**config.mk**
```make
export PLATFORM = sky130hd
export DESIGN_NAME = mmu_xlate
export DESIGN_NICKNAME = d
export VERILOG_FILES = /design/src/rtl/mmu_pkg.sv /design/src/rtl/mmu_tlb.sv /design/src/rtl/mmu_walker.sv /design/src/rtl/mmu_xlate.sv
export SDC_FILE = /design/constraint.sdc
export NUM_CORES = 1
export LEC_CHECK = 0
export BUFFER_PORTS_ARGS = -buffer_cell sky130_fd_sc_hd__buf_4
export CAP_MARGIN = 15
export CORE_ASPECT_RATIO = 2
export CORE_MARGIN = 2
export CORE_UTILIZATION = 55
export CTS_CLUSTER_DIAMETER = 100
export CTS_CLUSTER_SIZE = 28
export DETAILED_ROUTE_END_ITERATION = 8
export PLACE_DENSITY = 0.76
export RECOVER_POWER = 100
export SLEW_MARGIN = 20
export SYNTH_ARGS = -nofsm -noshare
export SYNTH_HDL_FRONTEND = slang
export SYNTH_SLANG_ARGS = --single-unit
```
**constraint.sdc**
```tcl
create_clock -name clk -period 10.8 [get_ports clk]
set_clock_uncertainty 0.2 [all_clocks]
set_input_delay 2.16 -clock clk [delete_from_list [all_inputs] [get_ports clk]]
set_output_delay 2.16 -clock clk [all_outputs]
set_load 0.05 [all_outputs]
```
**src/rtl/mmu_pkg.sv**
```systemverilog
package mmu_pkg;
  localparam int VA_W  = 31;
  localparam int PA_W  = 27;
  localparam int OFF_W = 12;
  localparam int L1_W  = 9;
  localparam int L2_W  = 10;
  localparam int VPN_W = L1_W + L2_W;
  localparam int PPN_W = PA_W - OFF_W;
  localparam int PTE_W = 32;

  // entry flag positions (shared by both table levels where meaningful)
  localparam int B_VLD = 31;
  localparam int B_USE = 30;
  localparam int B_DRT = 29;
  localparam int B_WEN = 28;

  typedef enum logic [1:0] {
    FC_NONE = 2'd0,
    FC_L1   = 2'd1,
    FC_L2   = 2'd2,
    FC_WP   = 2'd3
  } fcode_e;

  function automatic logic [VPN_W-1:0] vpn_of(input logic [VA_W-1:0] va);
    return va[VA_W-1:OFF_W];
  endfunction

  function automatic logic [L1_W-1:0] hi_idx(input logic [VPN_W-1:0] vpn);
    return vpn[VPN_W-1:L2_W];
  endfunction

  function automatic logic [L2_W-1:0] lo_idx(input logic [VPN_W-1:0] vpn);
    return vpn[L2_W-1:0];
  endfunction

  // table base plus a word index
  function automatic logic [PA_W-1:0] entry_addr(input logic [PA_W-1:0] base,
                                                 input logic [L2_W-1:0] idx);
    return base + PA_W'({idx, 2'b00});
  endfunction

  function automatic logic [PA_W-1:0] join_pa(input logic [PPN_W-1:0] ppn,
                                              input logic [VA_W-1:0] va);
    return {ppn, va[OFF_W-1:0]};
  endfunction

  // mark accessed, and modified for a store
  function automatic logic [PTE_W-1:0] touch(input logic [PTE_W-1:0] pte,
                                             input logic st);
    logic [PTE_W-1:0] r;
    r = pte;
    r[B_USE] = 1'b1;
    if (st) r[B_DRT] = 1'b1;
    return r;
  endfunction
endpackage

```
**src/rtl/mmu_tlb.sv**
```systemverilog
module mmu_tlb
  import mmu_pkg::*;
#(
  parameter int N = 8,
  localparam int IW = (N > 1) ? $clog2(N) : 1
) (
  input  logic             clk,
  input  logic             rst_n,
  input  logic             flush,
  input  logic [VPN_W-1:0] lk_vpn,
  input  logic             fill_en,
  input  logic [PPN_W-1:0] fill_ppn,
  input  logic             fill_dirty,
  output logic             hit,
  output logic [PPN_W-1:0] hit_ppn,
  output logic             hit_dirty
);
  logic [N-1:0]     vld;
  logic [N-1:0]     match;
  logic [N-1:0]     drt;
  logic [VPN_W-1:0] tag [N];
  logic [PPN_W-1:0] ppn [N];
  logic [IW-1:0]    rr;
  logic [N-1:0]     slot_sel;

  for (genvar g = 0; g < N; g++) begin : g_cmp
    assign match[g]    = vld[g] && (tag[g] == lk_vpn);
    assign slot_sel[g] = hit ? match[g] : (rr == IW'(g));
  end

  assign hit = |match;

  always_comb begin
    hit_ppn   = '0;
    hit_dirty = 1'b0;
    for (int i = 0; i < N; i++) begin
      if (match[i]) begin
        hit_ppn   = hit_ppn | ppn[i];
        hit_dirty = hit_dirty | drt[i];
      end
    end
  end

  always_ff @(posedge clk) begin
    if (!rst_n) begin
      vld <= '0;
      rr  <= '0;
    end else if (flush) begin
      vld <= '0;
    end else if (fill_en) begin
      vld <= vld | slot_sel;
      if (!hit) rr <= (rr == IW'(N - 1)) ? '0 : rr + 1'b1;
    end
  end

  always_ff @(posedge clk) begin
    if (fill_en && !flush) begin
      for (int i = 0; i < N; i++) begin
        if (slot_sel[i]) begin
          tag[i] <= lk_vpn;
          ppn[i] <= fill_ppn;
          drt[i] <= fill_dirty;
        end
      end
    end
  end
endmodule

```
**src/rtl/mmu_walker.sv**
```systemverilog
module mmu_walker
  import mmu_pkg::*;
(
  input  logic             clk,
  input  logic             rst_n,
  input  logic             start,
  input  logic             store,
  input  logic [VA_W-1:0]  vaddr,
  input  logic [PA_W-1:0]  pt_base,
  input  logic [PTE_W-1:0] mem_rdata,
  input  logic             mem_rvalid,
  output logic             mem_rd_en,
  output logic             mem_wr_en,
  output logic [PA_W-1:0]  mem_addr,
  output logic [PTE_W-1:0] mem_wdata,
  output logic             fill_en,
  output logic [PPN_W-1:0] fill_ppn,
  output logic             fill_dirty,
  output logic             done,
  output logic             fault,
  output fcode_e           code,
  output logic [PA_W-1:0]  paddr
);
  typedef enum logic [2:0] {
    W_IDLE, W_RD1, W_WT1, W_RD2, W_WT2, W_UPD, W_OK, W_FLT
  } wst_e;

  wst_e             st;
  logic [VA_W-1:0]  va_q;
  logic             str_q;
  logic [PA_W-1:0]  tbl_q;
  logic [PTE_W-1:0] pte_q;
  fcode_e           code_q;
  logic [VPN_W-1:0] vpn;
  logic [PA_W-1:0]  addr1, addr2;

  assign vpn   = vpn_of(va_q);
  assign addr1 = entry_addr(pt_base, L2_W'(hi_idx(vpn)));
  assign addr2 = entry_addr(tbl_q, lo_idx(vpn));

  assign mem_rd_en  = (st == W_RD1) || (st == W_RD2);
  assign mem_wr_en  = (st == W_UPD);
  assign mem_addr   = (st == W_RD1) ? addr1 : addr2;
  assign mem_wdata  = touch(pte_q, str_q);
  assign fill_en    = (st == W_UPD);
  assign fill_ppn   = pte_q[PPN_W-1:0];
  assign fill_dirty = mem_wdata[B_DRT];
  assign done       = (st == W_OK) || (st == W_FLT);
  assign fault      = (st == W_FLT);
  assign code       = code_q;
  assign paddr      = join_pa(pte_q[PPN_W-1:0], va_q);

  always_ff @(posedge clk) begin
    if (!rst_n) begin
      st     <= W_IDLE;
      code_q <= FC_NONE;
      va_q   <= '0;
      str_q  <= 1'b0;
      tbl_q  <= '0;
      pte_q  <= '0;
    end else begin
      unique case (st)
        W_IDLE: if (start) begin
          va_q   <= vaddr;
          str_q  <= store;
          code_q <= FC_NONE;
          st     <= W_RD1;
        end
        W_RD1: st <= W_WT1;
        W_WT1: if (mem_rvalid) begin
          if (!mem_rdata[B_VLD]) begin
            code_q <= FC_L1;
            st     <= W_FLT;
          end else begin
            tbl_q <= mem_rdata[PA_W-1:0];
            st    <= W_RD2;
          end
        end
        W_RD2: st <= W_WT2;
        W_WT2: if (mem_rvalid) begin
          pte_q <= mem_rdata;
          if (!mem_rdata[B_VLD]) begin
            code_q <= FC_L2;
            st     <= W_FLT;
          end else if (str_q && !mem_rdata[B_WEN]) begin
            code_q <= FC_WP;
            st     <= W_FLT;
          end else begin
            st <= W_UPD;
          end
        end
        W_UPD:  st <= W_OK;
        W_OK:   st <= W_IDLE;
        W_FLT:  st <= W_IDLE;
        default: st <= W_IDLE;
      endcase
    end
  end
endmodule

```
**src/rtl/mmu_xlate.sv**
```systemverilog
module mmu_xlate
  import mmu_pkg::*;
#(
  parameter int TLB_N = 8
) (
  input  logic             clk,
  input  logic             rst_n,
  input  logic             flush,
  input  logic [PA_W-1:0]  pt_base,
  input  logic             req_valid,
  input  logic             req_store,
  input  logic [VA_W-1:0]  req_vaddr,
  output logic             req_ready,
  output logic             resp_valid,
  output logic             resp_fault,
  output logic [1:0]       resp_code,
  output logic [PA_W-1:0]  resp_paddr,
  output logic [VA_W-1:0]  resp_vaddr,
  output logic             mem_rd_en,
  output logic             mem_wr_en,
  output logic [PA_W-1:0]  mem_addr,
  output logic [PTE_W-1:0] mem_wdata,
  input  logic [PTE_W-1:0] mem_rdata,
  input  logic             mem_rvalid
);
  logic             busy_q, hit_q;
  logic [VA_W-1:0]  va_q;
  logic [PA_W-1:0]  hpa_q;
  logic [VPN_W-1:0] lk_vpn;
  logic             tlb_hit, tlb_dirty;
  logic [PPN_W-1:0] tlb_ppn;
  logic             accept, hit_ok, walk_start;
  logic             w_done, w_fault;
  fcode_e           w_code;
  logic [PA_W-1:0]  w_paddr;
  logic             fill_en, fill_dirty;
  logic [PPN_W-1:0] fill_ppn;

  // while busy the lookup port tracks the request in flight (for refill)
  assign lk_vpn     = busy_q ? vpn_of(va_q) : vpn_of(req_vaddr);
  assign accept     = req_valid && !busy_q;
  assign hit_ok     = tlb_hit && (!req_store || tlb_dirty);
  assign walk_start = accept && !hit_ok;

  mmu_tlb #(.N(TLB_N)) u_tlb (
    .clk, .rst_n, .flush,
    .lk_vpn, .fill_en, .fill_ppn, .fill_dirty,
    .hit(tlb_hit), .hit_ppn(tlb_ppn), .hit_dirty(tlb_dirty)
  );

  mmu_walker u_walk (
    .clk, .rst_n,
    .start(walk_start), .store(req_store), .vaddr(req_vaddr), .pt_base,
    .mem_rdata, .mem_rvalid, .mem_rd_en, .mem_wr_en, .mem_addr, .mem_wdata,
    .fill_en, .fill_ppn, .fill_dirty,
    .done(w_done), .fault(w_fault), .code(w_code), .paddr(w_paddr)
  );

  always_ff @(posedge clk) begin
    if (!rst_n) begin
      busy_q <= 1'b0;
      hit_q  <= 1'b0;
      va_q   <= '0;
      hpa_q  <= '0;
    end else begin
      hit_q <= accept && hit_ok;
      if (accept) begin
        busy_q <= 1'b1;
        va_q   <= req_vaddr;
        hpa_q  <= join_pa(tlb_ppn, req_vaddr);
      end else if (resp_valid) begin
        busy_q <= 1'b0;
      end
    end
  end

  assign req_ready  = !busy_q;
  assign resp_valid = hit_q || w_done;
  assign resp_fault = w_done && w_fault;
  assign resp_code  = hit_q ? FC_NONE : w_code;
  assign resp_paddr = hit_q ? hpa_q : w_paddr;
  assign resp_vaddr = va_q;
endmodule

```
# Word level (Yosys, flattened, before mapping)
# Memory sizes are Yosys's and may differ from the RTL's.
# Cells that the tools add are included.
# Widths: inputs -> output; s select.
[op_classes]
add_sub_neg = 3
n_eq_ne = 27
n_mux = 70
bitwise_logic = 18
reduce_logical = 45
[op_table]
columns = ["cell", "count"]
rows = [
  ["$eq 19x19->1", 8],
  ["$mux 15", 8],
  ["$or 15x15->15", 7],
  ["$mux 27", 2],
  ["$mux 1", 43],
  ["$add 27x11->27", 1],
  ["$add 27x12->27", 1],
  ["$eq 3x3->1 const B", 8],
  ["$pmux 3 s7", 1],
  ["$reduce_and 2->1", 10],
  ["$mux 19", 1],
  ["$mux 3", 6],
  ["$mux 2", 8],
  ["$logic_and 1x1->1", 15],
  ["$eq 3x2->1 const B", 4],
  ["$reduce_and 3->1", 3],
  ["$or 8x8->8", 1],
  ["$reduce_or 8->1", 1],
  ["$or 1x1->1", 7],
  ["$eq 3x1->1 const B", 2],
  ["$logic_not 3->1", 2],
  ["$ne 2x2->1 const B", 3],
  ["$pmux 2 s3", 1],
  ["$reduce_and 6->1", 1],
  ["other kinds (9)", 19],
]
[totals]
reg_bits = 175
mem_bits_rw = 272
out_inout_bits = 124
n_memories = 2
[memory_table]
columns = ["memory", "depth", "width", "rd", "rd_ports_with_merged_regs", "wr", "line", "text"]
rows = [
  ["u_tlb.tag", 8, 19, 8, 0, 8, "mmu_tlb.sv:21", "logic [VPN_W-1:0] tag [N];"],
  ["u_tlb.ppn", 8, 15, 8, 0, 8, "mmu_tlb.sv:22", "logic [PPN_W-1:0] ppn [N];"],
]

# Logic depth before layout (Yosys ltp)
# Gate-level depths: netlist (run 1).
[logic_depth]
word_depth = 24
ltp_mapped = 14
depth_no_buf = 12

# Modules after synthesis
# Synthesis (run 1) repeated with hierarchy kept, for this count alone.
[hier_totals]
hier_cells = 1691
hier_area_um2 = 19899.1
[by_module_without_submodules]
columns = ["module", "n_inst", "cells_per_inst", "area_each_um2", "seq_area_each_um2"]
rows = [
  ["mmu_tlb", 1, 669, 11648.7, 8628.3],
  ["mmu_walker", 1, 745, 5683.0, 1901.8],
  ["mmu_xlate", 1, 277, 2567.5, 960.9],
]

# Worst setup path after synthesis (run 1)
# Ideal clock, no wire load.
[synth_timing]
path_kind = "input to output"
startpoint = "input pt_base[2]"
endpoint = "output mem_addr[16]"
arrival_ns = 5.176
t_required_ns = 8.440
path_slack_ns = 3.264
path_stages = 12
path_buffers = 0
path_cell_list = "ha_1 > inv_1 > fa_1 > nor2b_1 > o21ai_0 > a21boi_0 > o21ai_0 > a21boi_0 > o2111ai_1 > a21oi_1 > xnor2_1 > o21ai_0"
[synth_via]
elab_chain_len = 2
[synth_rtl]
columns = ["item", "line", "text"]
rows = [
  ["start, declared", "mmu_xlate.sv:9", "input logic [PA_W-1:0] pt_base,"],
  ["$add 27x11->27", "mmu_pkg.sv:39", "return base + PA_W'({idx, 2'b00});"],
  ["$mux 27", "mmu_walker.sv:43", "assign mem_addr = (st == W_RD1) ? addr1 : addr2;"],
  ["end, declared", "mmu_xlate.sv:21", "output logic [PA_W-1:0] mem_addr,"],
]
# Every way passes these cells.

==> summary.md, run 1 <==
| Metric | Value |
|---|---|
| Commonest cells post-synth | `298 x nand2_1, 280 x edfxtp_1, 173 x xnor2_1` |
| Worst R2R Path Depth | `11` |
| Worst Hold Class | `reg -> reg` |
| Num rows | `98` |
| Family with the most delay on the worst path | `simple AND/OR/NAND/NOR gates` |
| Main synth FF type | `edfxtp_1` |
| Number of synthesized flops with an enable pin | `280` |
| Hold path start | `u_walk.pte_q[24]$_SDFFE_PN0P_` |
| Max Root-Sink Buffers | `3` |
| Grt ovf | `0` |
| Ys Warns | `0` |
| Final wirelength | `56200 µm` |
| Clock-pin slew on the worst setup and hold paths | `0.11 ns` |
| Initial antenna violation count | `1` |
| CP Launch Point | `req_vaddr[15]` |
| Setup bufs post-CTS | `0` |
| Hold depth | `2` |
| Clock Sinks | `434` |
| # IOs | `220` |
| Hpwl dp | `40400 µm` |
| Core Area | `35600 µm²` |
| Fin. Hold Viols | `0` |
| WP data arrival | `8.48 ns` |
| Syn_nets | `1827` |
| Unique masters post-synth | `65` |
| Xor/xnor cell area share of the yosys netlist | `0.0835` |
| Largest family of logic cells by synthesized area | `simple AND/OR/NAND/NOR gates` |
| Top cells by area, synth | `edfxtp_1 43%, dfxtp_1 16%, xnor2_1 7.7%, nand2_1 5.7%, a21oi_1 3.2%` |
| Slew at the pin with the worst max-slew slack | `3.69 ns` |
| Post-Synth Simple-Gate Area | `0.122` |
| Skew-Pair Late Insertion Delay | `0.55 ns` |
| Unrepaired setup endpoints after global routing | `no` |
| Portion of netlist area occupied by mux cells | `0.0591` |
| First-pass GRT wire length | `82600 µm` |
| Crit share post-route | `0.789` |
| Crit. End Element | `flip-flop` |
| CTS Buf Count | `19` |
| Failing checks | `max-capacitance violations, max-slew violations` |
| CTS tree | `yes` |
| R2r startpoint | `busy_q$_SDFFE_PN0P_` |
| Vias in the first global route | `13900` |
| Crit path launch type | `input port` |
| Area leader, netlist | `edfxtp_1` |
| Leak | `7.03 nW` |
| Post-Syn Instances | `1704` |
| Final nets | `1975` |
| Mapped cell area | `19700 µm²` |
| Fin Setup TNS | `0 ns` |
| Required @ worst endpoint | `10.76 ns` |
| Peak Freq | `117 MHz` |
| H-tree Lvls | `1` |
| Crit path max fanout | `20` |
| Max incr delay on CP | `1.53 ns` |
| Hold Buf Count CTS | `0` |
| Total GRT Usage | `0.299` |
| Max-slew headroom | `-1.46` |
| Post-CTS sizing | `0` |
| Die Span Y | `272 µm` |
| Global placement routability congestion | `0.973` |
| Largest net degree at the start of global routing | `83` |
| Top-count cell post-synth | `nand2_1` |
| #FFs+latches synth | `434` |
| DR vias/cell | `6.03` |
| Via count | `14000` |
| Worst path cell trace | `clkbuf_1 > mux2i_1 > xnor2_1 > nor4_1 > nand3_1 > nor2_1 > nor4_1 > and2_0 > a31oi_1 > nor2_1 > clkbuf_1` |
| Complex-gate fraction of the synthesized area | `0.0915` |
| Starting Density | `0.554` |
| Synthesized area per cell | `11.6 µm²` |
| Outcome | `complete, but fails checks` |
| Design Power | `3.16 mW` |
| Slew Viols, Final | `603` |
| # setup viols final | `0` |
| Maximum VDD drop | `137 µV` |
| P&R area growth vs syn | `7.46%` |
| Critical path depth | `11` |
| Die extent in x | `138 µm` |
| Dpl cells | `2278` |
| Slowest cell on crit path | `mux2i_1` |
| Clk root buf | `clkbuf_16` |
| Seq/Total Area, Yosys | `0.583` |
| Drt first pass iters | `8` |
| Die ar. | `37500 µm²` |
| Layout cells sized above 1 | `0.0826` |
| Crit path kind | `in -> reg` |
| Power Density | `149 nW/µm²` |
| Adder and majority cell fraction of the synthesized area | `0.0179` |
| # port buffers | `217` |
| Top-area cell type share of the netlist area | `0.426` |
| Final ANT Viol Nets | `0` |
| CP bufs+invs | `2` |
| Initial DRC Count | `1518` |
| Synth async-reset ratio | `0` |
| Minimum clock period | `8.52 ns` |
| Final Non-Filler Cells | `2316` |
| Number of max-cap violations | `31` |
| DRC Markers | `0` |
| Routed len/inst | `24.3 µm` |
-- through the flow --
stage / instance area, µm² / hold WS, ns / utilization / worst slack (ns)
6_report: 21200 / 0.263 / 0.596 / 2.28
5_1_grt: 21200 / 0.279 / 0.596 / 1.90
4_1_cts: 22000 / 0.263 / 0.620 / 3.42
3_5_place_dp: 21500 / 0.248 / 0.604 / 3.43
3_3_place_gp: 21500 / 0.241 / 0.604 / 3.49
2_1_floorplan: 19700 / 0.231 / - / 3.26
-- cell families after synthesis --
family,count (synthesis)
buffers and inverters,160
DFF,434
xor gates and xnor gates,188
muxes,89
adders and majority gates,27
AOI/OAI and AO/OA,287
other,1
and+or+nand+nor,518
-- worst paths after layout --
path | to | slack (ns)
hold reg to reg | u_walk.pte_q[24]$_SDFFE_PN0P_ | 0.26
hold / removal | u_walk.pte_q[24]$_SDFFE_PN0P_ | 0.26
setup reg to reg | u_tlb.ppn[0][28]$_DFFE_PP_ | 3.00
setup / recovery | u_tlb.ppn[0][28]$_DFFE_PP_ | 2.28
-- worst register-to-register path: stages (launching register included) --
cell	delay [ns]
dfxtp_1	0.53
buf_4	0.38
mux2i_1	1.68
xnor2_1	0.28
nor4_1	0.10
nand3_1	0.16
nor2_1	0.38
nor4_1	0.44
and2_0	0.78
a31oi_1	0.18
nor2_1	1.32
clkbuf_1	0.97
-- power by group --
group / leakage (nW) / internal, mW / switching (mW)
Sequential: 3.82 / 1.79 / 0.0276
Combinational: 2.95 / 0.141 / 0.348
Clock: 0.261 / 0.344 / 0.504
Total: 7.03 / 2.28 / 0.879
-- layer usage --
metal / up-vias / global-route usage / part of all wire
li1: 6378 / - / -
met1: 6817 / 0.321 / 0.33
met2: 610 / 0.556 / 0.55
met3: 171 / 0.0364 / 0.054
met4: 0 / 0.157 / 0.060
met5: - / 0 / 0
-- layout make-up --
cell class,instances,area (µm²)
Sequential cell,434,11500
Timing Repair Buffer,241,1240
Inverter,46,173
Clock buffer,32,524
Multi-Input combinational cell,1110,7170
Clock inverter,2,25.0
Antenna cell,1,2.50
Tap cell,450,563
Fill cell,3102,14400
-- sequential cells by signal, indices dropped and copies added (netlist names) --
name,flops
hpa_q,15
u_tlb.ppn,120
u_walk.str_q,1
u_tlb.drt,8
u_walk.st,3
busy_q,1
resp_vaddr,31
u_walk.tbl_q,27
u_tlb.vld,8
u_walk.va_q,31
u_tlb.tag,152
hit_q,1
u_tlb.rr,3
u_walk.pte_q,31
u_walk.code,2
-- cells in the final DEF (no fill, tap or decap), types with 6 or more instances in the layout --
master	count
and3_1	13
clkbuf_1	165
edfxtp_1	280
a21oi_1	126
nor4b_1	15
inv_1	46
nor2b_1	9
nor4_1	55
o21ai_0	39
clkbuf_16	19
nand4_1	13
a211oi_1	6
a22o_1	15
xor2_1	15
nor2_1	59
nand4b_1	6
nand3_1	10
nor3_1	10
mux2_2	29
nand2_1	298
a222oi_1	16
a221oi_1	15
dfxtp_1	154
xnor2_1	173
ha_1	25
buf_4	89
mux2i_1	59
a31oi_1	37
(Power assumes the default switching activity.)
==> run 2: changes to the inputs <==
- ABC_AREA: not set -> 1
- CORE_UTILIZATION: 55 -> 53
- clock period: 10.8 -> 7.6 ns (I/O delays scaled with it)
==> summary.md, run 2 <==
| Metric | Value |
|---|---|
| R2r endpoint | `u_tlb.tag[0][35]$_DFFE_PP_` |
| Final Util | `0.582` |
| Die extent in x | `143 µm` |
| Crit path max fanout | `33` |
| Minimum clock period | `6.54 ns` |
| Clk root buf | `clkbuf_16` |
| Synth async-reset ratio | `0` |
| Required @ worst endpoint | `7.66 ns` |
| Top-area cell type share of the netlist area | `0.409` |
| Crit path launch type | `flip-flop` |
| Register-to-register setup slack | `1.06 ns` |
| Top reg by flops | `u_tlb.tag` |
| Crit. End Element | `flip-flop` |
| H-tree Lvls | `1` |
| Seq/Total Area, Yosys | `0.559` |
| # IOs | `220` |
| Worst R2R Path Depth | `18` |
| Clock-pin slew on the worst setup and hold paths | `0.11 ns` |
| Largest family of logic cells by synthesized area | `simple AND/OR/NAND/NOR gates` |
| Leading cell type in the layout, fill and taps excluded | `nand2_1` |
| P&R area growth vs syn | `9.11%` |
| Unique masters post-synth | `50` |
| Starting Density | `0.533` |
| Number of max-cap violations | `4` |
| Number of synthesized flops with an enable pin | `280` |
| Complex-gate fraction of the synthesized area | `0.0959` |
| Die Span Y | `283 µm` |
| Final wirelength | `61200 µm` |
| Post-CTS sizing | `0` |
| Max-slew headroom | `-0.867` |
| Post-Synth Simple-Gate Area | `0.219` |
| Global placement routability congestion | `0.965` |
| Clock Sinks | `434` |
| DRC Markers | `0` |
| WP data arrival | `6.61 ns` |
| CTS tree | `yes` |
| Max reg flops | `152` |
| Via count | `16700` |
| Unrepaired setup endpoints after global routing | `no` |
| Main synth FF type | `edfxtp_1` |
| Crit share post-route | `0.861` |
| Drt first pass iters | `6` |
| Crit path kind | `reg -> reg` |
| Routed len/inst | `20.0 µm` |
| # setup viols final | `0` |
| Layout cells sized above 1 | `0.0594` |
| Biggest regs | `u_tlb.tag (152), u_tlb.ppn (120)` |
| Worst Hold Class | `reg -> reg` |
| Most frequent cells in the layout | `597 x nand2_1, 317 x nor2_1, 282 x inv_1` |
| Core Area | `38500 µm²` |
| Slew at the pin with the worst max-slew slack | `2.80 ns` |
| Ys Warns | `0` |
| #FFs+latches synth | `434` |
| Xor/xnor cell area share of the yosys netlist | `0.0226` |
| Fin. Hold Viols | `0` |
| First-pass GRT wire length | `91400 µm` |
| DR vias/cell | `5.46` |
| Post-Syn Instances | `2389` |
| Slew Viols, Final | `188` |
| Initial antenna violation count | `1` |
| Leak | `9.41 nW` |
| # port buffers | `217` |
| Hpwl dp | `44500 µm` |
| Syn_nets | `2512` |
| Largest net degree at the start of global routing | `69` |
| Fin Setup TNS | `0 ns` |
| Final nets | `2650` |
| Power Density | `257 nW/µm²` |
| Grt ovf | `0` |
| Hold path start | `u_walk.pte_q[27]$_SDFFE_PN0P_` |
| Top-count cell post-synth | `nand2_1` |
| CTS Buf Count | `19` |
| Die ar. | `40500 µm²` |
| Final ANT Viol Nets | `0` |
| Sequential Area | `11500 µm²` |
| Peak Freq | `153 MHz` |
| Setup bufs post-CTS | `0` |
| Total GRT Usage | `0.301` |
| Outcome | `complete, but fails checks` |
| Mapped cell area | `20600 µm²` |
| Hold endpoint | `u_walk.pte_q[27]$_SDFFE_PN0P_` |
| Area taken by multi-input logic gates | `7320 µm²` |
| Hold depth | `2` |
| Maximum VDD drop | `254 µV` |
| Top cells by area, synth | `edfxtp_1 41%, dfxtp_1 15%, nand2_1 11%, nor2_1 5.9%, inv_1 5.1%` |
| Skew-Pair Late Insertion Delay | `0.56 ns` |
| Failing checks | `max-capacitance violations, max-slew violations` |
| Commonest cells post-synth | `581 x nand2_1, 323 x nor2_1, 280 x edfxtp_1, 280 x inv_1, 172 x o21ai_0` |
| Adder and majority cell fraction of the synthesized area | `0.0172` |
| Max Root-Sink Buffers | `3` |
| Num rows | `102` |
| Area leader, netlist | `edfxtp_1` |
| Synthesized area per cell | `8.60 µm²` |
| Vias in the first global route | `16400` |
| Fillers | `3576` |
| Hold Buf Count CTS | `0` |
| Portion of netlist area occupied by mux cells | `0.00103` |
| R2r startpoint | `busy_q$_SDFFE_PN0P_` |
| Initial DRC Count | `1319` |
-- run 2: cell types whose count changed in the layout (fill, tap and decap cells not counted), moves of 16 or more --
| cell | previous run | this run |
|---|---|---|
| nand2_1 | 298 | 597 |
| mux2_2 | 29 | 1 |
| a222oi_1 | 16 | 0 |
| nor4_1 | 55 | 1 |
| a31oi_1 | 37 | 2 |
| buf_4 | 89 | 105 |
| inv_1 | 46 | 282 |
| clkbuf_1 | 165 | 143 |
| xnor2_1 | 173 | 33 |
| nand3_1 | 10 | 140 |
| mux2i_1 | 59 | 1 |
| o21ai_0 | 39 | 172 |
| nor2_1 | 59 | 317 |
-- run 2: worst max path at each step --
stage,startpoint,end,slack [ns],depth (start not counted)
floorplan,pt_base[2],mem_addr[18],1.64,13
global placement,pt_base[4],mem_addr[13],1.79,16
detailed placement,req_vaddr[29],u_tlb.tag[0][52]$_DFFE_PP_,1.75,13
CTS,pt_base[4],mem_addr[13],1.78,16
global route,busy_q$_SDFFE_PN0P_,u_tlb.ppn[1][10]$_DFFE_PP_,0.71,18
finish,busy_q$_SDFFE_PN0P_,u_tlb.tag[0][35]$_DFFE_PP_,1.06,18
-- run 2: per-stage QoR --
step | instance area [µm²] | setup WS (ns) | hold slack (ns) | cells | power, mW
floorplan | 20600 | 1.64 | 0.230 | 2389 | 4.13
global placement | 22400 | 1.79 | 0.244 | 3024 | 4.68
detailed placement | 22400 | 1.75 | 0.255 | 3025 | 4.72
CTS | 22900 | 1.78 | 0.272 | 3059 | 5.90
global route | 22400 | 0.707 | 0.289 | 3061 | 6.00
finish | 22400 | 1.06 | 0.273 | 3062 | 5.76
-- run 2: cell type report --
class / instances / share of cell area
sequential: 434 / 0.512
multi-input combinational: 1548 / 0.326
timing repair buffer: 239 / 0.0598
inverter: 285 / 0.0477
tap: 520 / 0.0290
clock buffer: 32 / 0.0234
clock inverter: 2 / 0.00112
antenna: 2 / 0.000223
-- run 2: metal layers --
metal | share of wire | GRT usage | vias up
met5 | 0 | 0 | -
met2 | 0.53 | 0.560 | 646
met3 | 0.056 | 0.0367 | 197
met1 | 0.33 | 0.307 | 7854
met4 | 0.080 | 0.210 | 0
li1 | - | - | 8015
-- run 2: kinds of logic (layout without fill, tap and decap cells) --
family                     Yosys count  count (layout)
AOI/OAI and AO/OA                  357             357
xor gates and xnor gates            53              53
adders and majority gates           27              27
buffers and inverters              407             558
DFF                                434             434
muxes                                2               2
other                                1               3
and+or+nand+nor                   1108            1108
-- run 2: worst max-delay path: stages (launching register included) --
cell and delay (ns):
dfxtp_1 0.31, buf_4 0.24, inv_1 0.91, nand2_1 0.63, nand2_1 0.72, clkbuf_1 0.31
nand2_1 0.09, nand2_1 0.07, nor2_1 0.06, nand2_1 0.06, nor2_1 0.06, nand3_1 0.07
inv_1 0.37, nor3_4 0.37, nand2_4 0.11, nor3_1 0.26, nor2_1 0.09, nor2_2 1.02
buf_16 0.25
-- run 2: power breakdown --
group / switching (mW) / internal, mW / leakage, nW / total [mW]
combinational: 1.35 / 0.387 / 5.33 / 1.73
clock: 0.729 / 0.488 / 0.261 / 1.22
sequential: 0.116 / 2.70 / 3.82 / 2.81
total: 2.19 / 3.57 / 9.41 / 5.76
